<file path="config.mk">
export PLATFORM = sky130hd
export DESIGN_NAME = cmp_wavegen
export DESIGN_NICKNAME = d
export VERILOG_FILES = /design/src/rtl/cwg_pkg.sv /design/src/rtl/cwg_regs.sv /design/src/rtl/cwg_counter.sv /design/src/rtl/cwg_wave.sv /design/src/rtl/cmp_wavegen.sv
export SDC_FILE = /design/constraint.sdc
export NUM_CORES = 1
export LEC_CHECK = 0
export BUFFER_PORTS_ARGS = -buffer_cell sky130_fd_sc_hd__buf_2
export CAP_MARGIN = 15
export CORE_ASPECT_RATIO = 1.4
export CORE_UTILIZATION = 35
export DETAILED_ROUTE_END_ITERATION = 6
export PLACE_DENSITY_LB_ADDON = 0.2
export SYNTH_ARGS = -nofsm -noshare
export SYNTH_HDL_FRONTEND = slang
export SYNTH_HIERARCHICAL = 1
export SYNTH_SLANG_ARGS = --single-unit
</file>
<file path="constraint.sdc">
create_clock -name clk -period 3.25 [get_ports clk]
set_input_delay 0 -clock clk [delete_from_list [all_inputs] [get_ports clk]]
set_output_delay 0 -clock clk [all_outputs]
set_load 0.05 [all_outputs]
</file>
<file path="src/rtl/cwg_pkg.sv">
package cwg_pkg;

  typedef enum logic [1:0] {
    MODE_NORMAL = 2'd0,
    MODE_CTC    = 2'd1,
    MODE_FAST   = 2'd2
  } run_mode_e;

  localparam logic [1:0] ADDR_CTRL_A = 2'd0;
  localparam logic [1:0] ADDR_CTRL_B = 2'd1;
  localparam logic [1:0] ADDR_CMP    = 2'd2;

  localparam logic [1:0] ACT_OFF    = 2'b00;
  localparam logic [1:0] ACT_TOGGLE = 2'b01;
  localparam logic [1:0] ACT_CLEAR  = 2'b10;
  localparam logic [1:0] ACT_SET    = 2'b11;

  typedef struct packed {
    logic [1:0] act;
    logic [1:0] wgm_lo;
    logic       top_sel;
  } ctrl_t;

endpackage

</file>
<file path="src/rtl/cwg_regs.sv">
module cwg_regs #(
  parameter int CW = 8,
  parameter int DW = 8
) (
  input  logic                  clk,
  input  logic                  rst_n,
  input  logic                  wr_en,
  input  logic [1:0]            wr_addr,
  input  logic [DW-1:0]         wr_data,
  output cwg_pkg::ctrl_t        ctrl,
  output cwg_pkg::run_mode_e    mode,
  output logic                  cmp_wr,
  output logic [CW-1:0]         cmp_data
);
  import cwg_pkg::*;

  ctrl_t ctrl_q;

  always_ff @(posedge clk or negedge rst_n) begin
    if (!rst_n) begin
      ctrl_q <= '0;
    end else if (wr_en) begin
      if (wr_addr == ADDR_CTRL_A) begin
        ctrl_q.act    <= wr_data[7:6];
        ctrl_q.wgm_lo <= wr_data[1:0];
      end
      if (wr_addr == ADDR_CTRL_B) begin
        ctrl_q.top_sel <= wr_data[3];
      end
    end
  end

  always_comb begin
    if (ctrl_q.wgm_lo == 2'b11)
      mode = MODE_FAST;
    else if (ctrl_q.wgm_lo == 2'b10 && !ctrl_q.top_sel)
      mode = MODE_CTC;
    else
      mode = MODE_NORMAL;
  end

  assign ctrl     = ctrl_q;
  assign cmp_wr   = wr_en && (wr_addr == ADDR_CMP);
  assign cmp_data = wr_data[CW-1:0];

endmodule

</file>
<file path="src/rtl/cwg_counter.sv">
module cwg_counter #(
  parameter int CW = 8
) (
  input  logic               clk,
  input  logic               rst_n,
  input  logic               cnt_en,
  input  cwg_pkg::run_mode_e mode,
  input  logic               top_sel,
  input  logic               cmp_wr,
  input  logic [CW-1:0]      cmp_data,
  output logic [CW-1:0]      count,
  output logic               match,
  output logic               wrap,
  output logic               cmp_is_top
);
  import cwg_pkg::*;

  localparam logic [CW-1:0] CMAX = {CW{1'b1}};

  logic [CW-1:0] cnt_q;
  logic [CW-1:0] cmp_buf;
  logic [CW-1:0] cmp_act;
  logic [CW-1:0] top;

  always_comb begin
    if (mode == MODE_CTC || (mode == MODE_FAST && top_sel))
      top = cmp_act;
    else
      top = CMAX;
  end

  assign wrap       = cnt_en && (cnt_q == top);
  assign match      = cnt_en && (cnt_q == cmp_act);
  assign cmp_is_top = (cmp_act == top);

  always_ff @(posedge clk or negedge rst_n) begin
    if (!rst_n)
      cnt_q <= '0;
    else if (cnt_en)
      cnt_q <= (cnt_q == top) ? '0 : cnt_q + 1'b1;
  end

  always_ff @(posedge clk or negedge rst_n) begin
    if (!rst_n) begin
      cmp_buf <= '0;
      cmp_act <= '0;
    end else begin
      if (cmp_wr)
        cmp_buf <= cmp_data;
      if (mode != MODE_FAST) begin
        if (cmp_wr)
          cmp_act <= cmp_data;
      end else if (wrap) begin
        cmp_act <= cmp_buf;
      end
    end
  end

  assign count = cnt_q;

  a_r2_hold_when_idle: assert property (@(posedge clk) disable iff (!rst_n)
    !cnt_en |=> $stable(cnt_q));

  a_r3_ctc_clear: assert property (@(posedge clk) disable iff (!rst_n)
    (mode == MODE_CTC && cnt_en && cnt_q == cmp_act) |=> (cnt_q == '0));

  a_r10_buffered_load: assert property (@(posedge clk) disable iff (!rst_n)
    (mode == MODE_FAST && !wrap) |=> $stable(cmp_act));

endmodule

</file>
<file path="src/rtl/cwg_wave.sv">
module cwg_wave (
  input  logic               clk,
  input  logic               rst_n,
  input  cwg_pkg::run_mode_e mode,
  input  logic [1:0]         act,
  input  logic               top_sel,
  input  logic               match,
  input  logic               wrap,
  input  logic               cmp_is_top,
  output logic               wave,
  output logic               connected
);
  import cwg_pkg::*;

  logic wave_q;
  logic wave_d;
  logic fast_toggle_off;
  logic match_masked;

  assign fast_toggle_off = (mode == MODE_FAST) && (act == ACT_TOGGLE) && !top_sel;
  assign connected       = (act != ACT_OFF) && !fast_toggle_off;
  assign match_masked    = (mode == MODE_FAST) && act[1] && cmp_is_top;

  always_comb begin
    wave_d = wave_q;
    if (mode == MODE_FAST) begin
      if (wrap) begin
        if (act == ACT_CLEAR) wave_d = 1'b1;
        if (act == ACT_SET)   wave_d = 1'b0;
      end
      if (match && !match_masked) begin
        case (act)
          ACT_TOGGLE: if (top_sel) wave_d = ~wave_q;
          ACT_CLEAR:  wave_d = 1'b0;
          ACT_SET:    wave_d = 1'b1;
          default:    wave_d = wave_q;
        endcase
      end
    end else if (match) begin
      case (act)
        ACT_TOGGLE: wave_d = ~wave_q;
        ACT_CLEAR:  wave_d = 1'b0;
        ACT_SET:    wave_d = 1'b1;
        default:    wave_d = wave_q;
      endcase
    end
  end

  always_ff @(posedge clk or negedge rst_n) begin
    if (!rst_n)
      wave_q <= 1'b0;
    else
      wave_q <= wave_d;
  end

  assign wave = wave_q;

  a_r11_frozen_when_off: assert property (@(posedge clk) disable iff (!rst_n)
    (act == ACT_OFF) |=> $stable(wave_q));

  a_r6_bottom_set: assert property (@(posedge clk) disable iff (!rst_n)
    (mode == MODE_FAST && act == ACT_CLEAR && wrap) |=> wave_q);

  a_r7_bottom_clear: assert property (@(posedge clk) disable iff (!rst_n)
    (mode == MODE_FAST && act == ACT_SET && wrap) |=> !wave_q);

  a_r9_match_ignored: assert property (@(posedge clk) disable iff (!rst_n)
    (mode == MODE_FAST && act[1] && cmp_is_top && !wrap) |=> $stable(wave_q));

  a_r8_toggle_inactive: assert property (@(posedge clk) disable iff (!rst_n)
    (mode == MODE_FAST && act == ACT_TOGGLE && !top_sel) |=> $stable(wave_q));

endmodule

</file>
<file path="src/rtl/cmp_wavegen.sv">
module cmp_wavegen #(
  parameter int CW = 8,
  parameter int DW = 8
) (
  input  logic          clk,
  input  logic          rst_n,
  input  logic          wr_en,
  input  logic [1:0]    wr_addr,
  input  logic [DW-1:0] wr_data,
  input  logic          cnt_en,
  input  logic          port_val,
  input  logic          pin_dir,
  output logic [CW-1:0] count,
  output logic          pin_val,
  output logic          pin_oe
);
  import cwg_pkg::*;

  ctrl_t         ctrl;
  run_mode_e     mode;
  logic          cmp_wr;
  logic [CW-1:0] cmp_data;
  logic          match;
  logic          wrap;
  logic          cmp_is_top;
  logic          wave;
  logic          connected;

  cwg_regs #(.CW(CW), .DW(DW)) u_regs (
    .clk      (clk),
    .rst_n    (rst_n),
    .wr_en    (wr_en),
    .wr_addr  (wr_addr),
    .wr_data  (wr_data),
    .ctrl     (ctrl),
    .mode     (mode),
    .cmp_wr   (cmp_wr),
    .cmp_data (cmp_data)
  );

  cwg_counter #(.CW(CW)) u_counter (
    .clk        (clk),
    .rst_n      (rst_n),
    .cnt_en     (cnt_en),
    .mode       (mode),
    .top_sel    (ctrl.top_sel),
    .cmp_wr     (cmp_wr),
    .cmp_data   (cmp_data),
    .count      (count),
    .match      (match),
    .wrap       (wrap),
    .cmp_is_top (cmp_is_top)
  );

  cwg_wave u_wave (
    .clk        (clk),
    .rst_n      (rst_n),
    .mode       (mode),
    .act        (ctrl.act),
    .top_sel    (ctrl.top_sel),
    .match      (match),
    .wrap       (wrap),
    .cmp_is_top (cmp_is_top),
    .wave       (wave),
    .connected  (connected)
  );

  assign pin_val = connected ? wave : port_val;
  assign pin_oe  = pin_dir;

  a_r11_port_passthrough: assert property (@(posedge clk) disable iff (!rst_n)
    (ctrl.act == ACT_OFF) |-> (pin_val == port_val));

endmodule

</file>
==> results of run 1 <==
[kinds of logic (layout without fill, tap and decap cells)]
group / after synthesis / count (layout)
mux: 17 / 17
buf+inv: 23 / 52
compound gates: 31 / 31
flops: 30 / 30
fa+ha+maj: 1 / 1
xor+xnor: 6 / 6
simple gates: 56 / 56
[Yosys cell counts, types with 3 or more instances]
library cell  count
nor2b_1           4
nand4_1           6
nand2_1           5
or2_2             8
xnor2_1           6
mux2_2           13
o21ai_0           4
o221a_1           8
o22ai_1           4
inv_1             9
buf_4             9
dfrtp_1          30
nor2_1            7
nor3_1            5
mux2i_1           3
[cell type report]
| cell class | count | share of cell area, % |
|---|---|---|
| multi-input combinational | 111 | 43.0 |
| clock buffer | 7 | 3.64 |
| timing repair buffer | 33 | 10.3 |
| sequential | 30 | 35.8 |
| tap | 64 | 3.82 |
| clock inverter | 1 | 1.43 |
| inverter | 11 | 1.97 |
[power by group through the flow]
stage	logic (µW)	clock network, µW	registers, µW
3_3_place_gp	607	0	608
4_1_cts	630	379	610
6_report	630	367	611
2_1_floorplan	384	0	716
5_1_grt	679	397	628
3_5_place_dp	619	0	618
[metal layers]
layer  wire length (µm)  global-route usage [%]  up-vias  part of all wire (%)
met5                  0                       0        -                     0
met4                166                    10.8        0                   4.3
met3                175                    4.47       13                   4.6
met2               1910                    26.4       46                    50
met1               1590                    16.1      664                    41
li1                   -                       -      654                     -
[registers in the layout, indices dropped and copies added (netlist names)]
name               cells
u_counter/cmp_buf      8
u_counter/count        8
u_regs/ctrl            5
u_wave/wave            1
u_counter/cmp_act      8
[what timing repair did]
item / in CTS / in global routing
gates resized for setup: 0 / 0
hold endpoints to repair: 41 / 0
hold buffers: 10 / 0
[path summary, 6_finish.rpt]
kind | startpoint | end
worst max-delay path | u_regs/ctrl[0] | u_counter/cmp_act[2]
worst min-delay path | pin_dir | pin_oe
worst max register to register | u_regs/ctrl[0] | u_counter/cmp_act[2]
worst min register to register | u_counter/cmp_buf[0] | u_counter/cmp_buf[0]
max in group asynchronous | rst_n | u_wave/wave
min in group asynchronous | rst_n | u_counter/count[1]
[worst register-to-register path, stage by stage (launching register included)]
cell     delay (ns)
dfrtp_1        0.46
nor3b_1        0.43
nor2b_1        0.23
a21oi_1        0.09
o41a_1         0.42
or4_1          0.69
o221a_1        0.30
[per-stage QoR]
stage               hold slack, ns  setup WS, ns  power (µW)
floorplan                   -0.296         0.708        1100
global placement          0.000589         0.630        1220
detailed placement        0.000589         0.549        1240
CTS                       0.000589         0.537        1620
global route             0.0000658         0.399        1700
finish                   0.0000220         0.517        1610
==> impl_metrics.prom, run 1 <==
# TYPE chip_impl_metric gauge
chip_impl_metric{name="dieWidth",unit="µm"} 62.3
chip_impl_metric{name="setup_total_negative_slack",unit="ns"} 0
chip_impl_metric{name="ffs_latches_synth",unit=""} 30
chip_impl_metric{name="async_reset_ff_share",unit="%"} 100
chip_impl_metric{name="globalplace.congestion",unit=""} 0.805
chip_impl_info{name="netlist.top_cell.by_area",value="dfrtp_1"} 1
chip_impl_metric{name="grt_antenna_before_repair",unit=""} 0
chip_impl_metric{name="power.density",unit="nW/µm²"} 768
chip_impl_metric{name="leakagePower",unit="µW"} 0.000891
chip_impl_metric{name="worst_clock_skew",unit="ns"} 0.00527
chip_impl_info{name="critical_path.endpoint_type",value="flop"} 1
chip_impl_metric{name="rows",unit=""} 30
chip_impl_info{name="cts_tree",value="built"} 1
chip_impl_metric{name="grt_pass1_vias",unit=""} 1316
chip_impl_metric{name="placement.io_buffers",unit=""} 23
chip_impl_metric{name="worst_skew_pair_later_pin_latency",unit="ns"} 0.28
chip_impl_metric{name="drt_drc_violations_left",unit=""} 0
chip_impl_metric{name="pwr-share-seq",unit="%"} 38.0
chip_impl_metric{name="max_stage_delay",unit="ns"} 0.69
chip_impl_metric{name="die_height",unit="µm"} 86.4
chip_impl_metric{name="max_cap_viol_count",unit=""} 0
chip_impl_info{name="start_kind",value="flop"} 1
chip_impl_metric{name="cp_required",unit="ns"} 3.42
chip_impl_metric{name="ff2ff_setup_slack",unit="ns"} 0.52
chip_impl_metric{name="die_area",unit="µm²"} 5380
chip_impl_metric{name="grt_remaining_overflow",unit=""} 0
chip_impl_metric{name="worst_pin_slew",unit="ns"} 0.754
chip_impl_metric{name="max_freq",unit="GHz"} 0.366
chip_impl_info{name="result_of_the_run",value="finished clean"} 1
chip_impl_metric{name="timing.critical_path.buf_inv",unit=""} 0
chip_impl_metric{name="yosys.area_share.adder",unit="%"} 0.703
chip_impl_metric{name="synth_cell_types",unit=""} 53
chip_impl_metric{name="hpwl",unit="µm"} 2820
chip_impl_info{name="min_path_type",value="input pin to primary output"} 1
chip_impl_metric{name="postLayoutCoreUtil",unit="%"} 42.9
chip_impl_info{name="synth_top_cells_by_area",value="dfrtp_1, mux2_2, o221a_1, buf_4, xnor2_1"} 1
chip_impl_metric{name="synth.area.mux_share",unit="%"} 10.8
chip_impl_metric{name="layout.filler_cells",unit=""} 495
chip_impl_metric{name="synth_seq_area_share",unit="%"} 42.2
chip_impl_metric{name="combPwrFrac",unit="%"} 39.2
chip_impl_metric{name="layout.nets",unit=""} 209
chip_impl_metric{name="area.growth.synth_to_final",unit="%"} 17.6
chip_impl_metric{name="numPlacedInstances",unit=""} 239
chip_impl_metric{name="arrival",unit="ns"} 2.90
chip_impl_info{name="layout_commonest_cell",value="dfrtp_1"} 1
chip_impl_metric{name="worst_slew_margin_relative_to_its_limit",unit="%"} 49.3
chip_impl_metric{name="report.final.hold_viol_count",unit=""} 0
chip_impl_info{name="synth-main-ff-cell",value="dfrtp_1"} 1
chip_impl_info{name="critical_path.cell_chain",value="nor3b_1 > nor2b_1 > a21oi_1 > o41a_1 > or4_1 > o221a_1"} 1
chip_impl_info{name="worst-setup-path-type",value="flop to flop"} 1
chip_impl_metric{name="place_area",unit="µm²"} 1890
chip_impl_metric{name="clkSlewWorstSetupHoldPaths",unit="ns"} 0.07
chip_impl_metric{name="final_period_minus_worst_setup_slack",unit="ns"} 2.73
chip_impl_metric{name="netlist.area_leader.share",unit="%"} 42.2
chip_impl_metric{name="power.share.switching",unit="%"} 40.9
chip_impl_metric{name="routedWlPerCell",unit="µm"} 15.0
chip_impl_metric{name="post_synthesis_net_count",unit=""} 181
chip_impl_metric{name="global_route_wire_length_before_repair",unit="µm"} 6240
chip_impl_metric{name="power_frac_clock",unit="%"} 22.8
chip_impl_metric{name="yosysWarningCount",unit=""} 6
chip_impl_metric{name="syn_area",unit="µm²"} 1780
chip_impl_metric{name="core_region",unit="µm²"} 4880
chip_impl_metric{name="first_pass_iters",unit=""} 4
chip_impl_metric{name="num_antenna_cells",unit=""} 0
chip_impl_metric{name="clockBufferDepth",unit=""} 2
chip_impl_metric{name="timing.reg2reg.worst_path_depth",unit=""} 6
chip_impl_metric{name="syn_avg_cell_area",unit="µm²"} 10.9
chip_impl_info{name="main_combinational_cell_family_by_area_after_synthesis",value="simple AND/OR/NAND/NOR gates"} 1
chip_impl_metric{name="seqCellArea",unit="µm²"} 751
chip_impl_info{name="path_delay_family",value="simple AND/OR/NAND/NOR gates"} 1
chip_impl_metric{name="post_route_cells_drive_above_1_share",unit="%"} 32.6
chip_impl_metric{name="synth_xor_area_share",unit="%"} 2.95
chip_impl_info{name="leading_cell_types_in_the_layout_fill_and_taps_excluded",value="dfrtp_1, buf_2, mux2_2"} 1
chip_impl_metric{name="number_of_setup_buffers_added_after_cts",unit=""} 0
chip_impl_metric{name="grt_max_degree",unit=""} 31
chip_impl_metric{name="p_int",unit="µW"} 950
chip_impl_metric{name="cts.sinks",unit=""} 30
chip_impl_metric{name="routed-via-count",unit=""} 1377
chip_impl_metric{name="h-tree-depth",unit=""} 2
chip_impl_metric{name="cp_max_fo",unit=""} 8
chip_impl_metric{name="cell_depth_of_the_worst_hold_path",unit=""} 0
chip_impl_metric{name="detail_route.vias_per_cell",unit=""} 5.36
chip_impl_metric{name="period_share",unit="%"} 84.1
chip_impl_metric{name="final_cell_count_no_fill",unit=""} 257
chip_impl_metric{name="final_design_area_no_fill",unit="µm²"} 2090
chip_impl_metric{name="worst_ir_drop_vdd",unit="µV"} 190
chip_impl_info{name="grt_setup_unrepaired",value="no"} 1
chip_impl_metric{name="initialDrtViolationCount",unit=""} 81
chip_impl_metric{name="post_synth_inst_count",unit=""} 164
chip_impl_metric{name="synth-edff-count",unit=""} 0
chip_impl_metric{name="grtUsageTotal",unit="%"} 15.3
chip_impl_metric{name="setup_viol",unit=""} 0
chip_impl_metric{name="cts_buffers",unit=""} 5
chip_impl_metric{name="multi_input_comb_area",unit="µm²"} 901
chip_impl_info{name="cpMaxStageDelayCell",value="or4_1"} 1
chip_impl_metric{name="postRouteAntennaNets",unit=""} 0
chip_impl_info{name="cts_root_buffer_type",value="clkbuf_8"} 1
chip_impl_metric{name="io_pins",unit=""} 26
chip_impl_metric{name="count_of_pins_over_their_slew_limit",unit=""} 0
chip_impl_metric{name="crit_cells",unit=""} 6
chip_impl_metric{name="initial_core_util",unit="%"} 36.5
chip_impl_metric{name="synth-compound-area-share",unit="%"} 15.7
chip_impl_metric{name="total_switching_power",unit="µW"} 658
chip_impl_metric{name="synthesized_area_fraction_occupied_by_and_or_nand_nor_cells",unit="%"} 20.4
chip_impl_metric{name="routed_wl",unit="µm"} 3850
Note: power is estimated with default switching activity, not from simulation.
==> run 2, diff against run 1 <==
Clock period 3.25 ns to 2.8 ns, I/O delays scaled along.
==> impl_metrics.prom, run 2 (same netlist as run 1, synthesis figures left out) <==
# TYPE chip_impl_metric gauge
chip_impl_info{name="result_of_the_run",value="finished clean"} 1
chip_impl_metric{name="count_of_pins_over_their_slew_limit",unit=""} 0
chip_impl_metric{name="worst_skew_pair_later_pin_latency",unit="ns"} 0.28
chip_impl_metric{name="area.growth.synth_to_final",unit="%"} 18.7
chip_impl_metric{name="worst_slew_margin_relative_to_its_limit",unit="%"} 54.8
chip_impl_metric{name="rows",unit=""} 30
chip_impl_metric{name="globalplace.congestion",unit=""} 0.829
chip_impl_metric{name="dpl_worst_slack",unit="ns"} 0.285
chip_impl_info{name="start_kind",value="flop"} 1
chip_impl_metric{name="initial_core_util",unit="%"} 36.5
chip_impl_metric{name="layout.filler_cells",unit=""} 504
chip_impl_info{name="min_path_type",value="input pin to primary output"} 1
chip_impl_metric{name="routed-via-count",unit=""} 1361
chip_impl_metric{name="postLayoutSetupSlackWorst",unit="ns"} 0.277
chip_impl_metric{name="die_area",unit="µm²"} 5380
chip_impl_metric{name="grtUsageTotal",unit="%"} 16.0
chip_impl_metric{name="setup_total_negative_slack",unit="ns"} 0
chip_impl_metric{name="period_share",unit="%"} 90.1
chip_impl_metric{name="hpwl",unit="µm"} 2900
chip_impl_metric{name="cts.repair.resized",unit=""} 0
chip_impl_metric{name="leakagePower",unit="µW"} 0.000906
chip_impl_metric{name="layout.nets",unit=""} 213
chip_impl_metric{name="max_freq",unit="GHz"} 0.396
chip_impl_metric{name="drt_drc_violations_left",unit=""} 0
chip_impl_metric{name="final_period_minus_worst_setup_slack",unit="ns"} 2.52
chip_impl_info{name="critical_path.endpoint_type",value="flop"} 1
chip_impl_metric{name="grt_remaining_overflow",unit=""} 0
chip_impl_metric{name="cp_max_fo",unit=""} 8
chip_impl_metric{name="clkSlewWorstSetupHoldPaths",unit="ns"} 0.06
chip_impl_metric{name="routedWlPerCell",unit="µm"} 14.7
chip_impl_metric{name="cts_buffers",unit=""} 5
chip_impl_metric{name="numPlacedInstances",unit=""} 243
chip_impl_metric{name="worst_pin_slew",unit="ns"} 0.678
chip_impl_metric{name="postLayoutCoreUtil",unit="%"} 43.3
chip_impl_metric{name="report.final.hold_viol_count",unit=""} 0
chip_impl_metric{name="postRouteAntennaNets",unit=""} 0
chip_impl_info{name="cts_root_buffer_type",value="clkbuf_8"} 1
chip_impl_metric{name="cp_required",unit="ns"} 2.97
chip_impl_metric{name="grt_max_degree",unit=""} 31
chip_impl_metric{name="h-tree-depth",unit=""} 2
chip_impl_metric{name="global_route_wire_length_before_repair",unit="µm"} 6570
chip_impl_info{name="leading_cell_types_in_the_layout_fill_and_taps_excluded",value="dfrtp_1, buf_2, mux2_2"} 1
chip_impl_metric{name="die_height",unit="µm"} 86.4
chip_impl_metric{name="cts.sinks",unit=""} 30
chip_impl_metric{name="power.density",unit="nW/µm²"} 863
chip_impl_metric{name="clockBufferDepth",unit=""} 2
chip_impl_metric{name="num_antenna_cells",unit=""} 0
chip_impl_metric{name="first_pass_iters",unit=""} 4
chip_impl_metric{name="core_region",unit="µm²"} 4880
chip_impl_metric{name="worst_ir_drop_vdd",unit="µV"} 281
chip_impl_metric{name="detail_route.vias_per_cell",unit=""} 5.21
chip_impl_info{name="grt_setup_unrepaired",value="no"} 1
chip_impl_metric{name="setup_viol",unit=""} 0
chip_impl_metric{name="dieWidth",unit="µm"} 62.3
chip_impl_metric{name="max_cap_viol_count",unit=""} 0
chip_impl_metric{name="io_pins",unit=""} 26
chip_impl_metric{name="worst_clock_skew",unit="ns"} 0.00446
chip_impl_info{name="cts_tree",value="built"} 1
chip_impl_metric{name="routed_wl",unit="µm"} 3850
chip_impl_info{name="layout_commonest_cell",value="dfrtp_1"} 1
chip_impl_metric{name="post_route_cells_drive_above_1_share",unit="%"} 35.0
chip_impl_info{name="worst-setup-path-type",value="flop to flop"} 1
chip_impl_metric{name="arrival",unit="ns"} 2.69
chip_impl_metric{name="placement.io_buffers",unit=""} 23
chip_impl_metric{name="initialDrtViolationCount",unit=""} 49
chip_impl_metric{name="grt_antenna_before_repair",unit=""} 0
chip_impl_metric{name="grt_pass1_vias",unit=""} 1407
chip_impl_metric{name="final_cell_count_no_fill",unit=""} 261
## run 2: changes by cell type in the layout (fill, tap and decap cells not counted)
cell / delta
bufinv_16: -1
clkbuf_8: +1
clkinvlp_4: +1
clkinv_2: +1
buf_4: +4
clkbuf_1: -2
## run 2: cell type report
cell class / instances / area [µm²] / area share, %
sequential: 30 / 751 / 35.5
multi-input combinational: 111 / 901 / 42.6
clock buffer: 6 / 82.6 / 3.91
clock inverter: 2 / 12.5 / 0.592
timing repair buffer: 37 / 245 / 11.6
tap: 64 / 80.1 / 3.79
inverter: 11 / 41.3 / 1.95
## run 2: per-stage QoR
stage / cell area (µm²) / hold WS, ns / power (µW)
final: 2110 / 0.0000220 / 1820
after CTS: 2100 / 0.000589 / 1840
after detailed placement: 1920 / 0.000589 / 1460
after global routing: 2110 / 0.0000658 / 1940
after global placement: 1920 / 0.000589 / 1430
after floorplan: 1780 / -0.296 / 1280
## run 2: timing repair
action / 4_1_cts / 5_1_grt
hold buffers: 9 / 1
buffers inserted: 0 / 0
hold endpoints to repair: 42 / 1
## run 2: critical path: stages, from the launching register on
cell     delay (ns)
dfrtp_1        0.38
nor3b_1        0.40
nor2b_1        0.22
a21oi_1        0.09
o41a_1         0.34
or4_1          0.67
o221a_1        0.30
## run 2: worst paths after layout
| path | start | end | slack (ns) | cells after the start |
|---|---|---|---|---|
| max in group asynchronous | rst_n | u_regs/ctrl[3] | 2.07 | 2 |
| worst max-delay path | u_regs/ctrl[1] | u_counter/cmp_act[6] | 0.28 | 6 |
| worst min-delay path | pin_dir | pin_oe | 0.00002 | 0 |
| worst min register to register | u_counter/cmp_buf[5] | u_counter/cmp_buf[5] | 0.51 | 1 |
| worst max register to register | u_regs/ctrl[1] | u_counter/cmp_act[6] | 0.28 | 6 |
| min in group asynchronous | rst_n | u_counter/count[4] | 0.28 | 2 |
## run 2: per-layer routing
metal  global-route usage [%]  vias to the layer above  wire, µm  share of wire (%)
met5                        0                        -         0                  0
met4                     8.46                        0       108                2.8
met3                     3.68                       10       128                3.3
met2                     28.5                       35      2010                 52
met1                     17.6                      657      1610                 42
li1                         -                      659         -                  -
## run 2: where the power goes
group	internal, µW	switching [µW]
clock network	197	166
registers	554	154
logic	295	459
total	1050	778
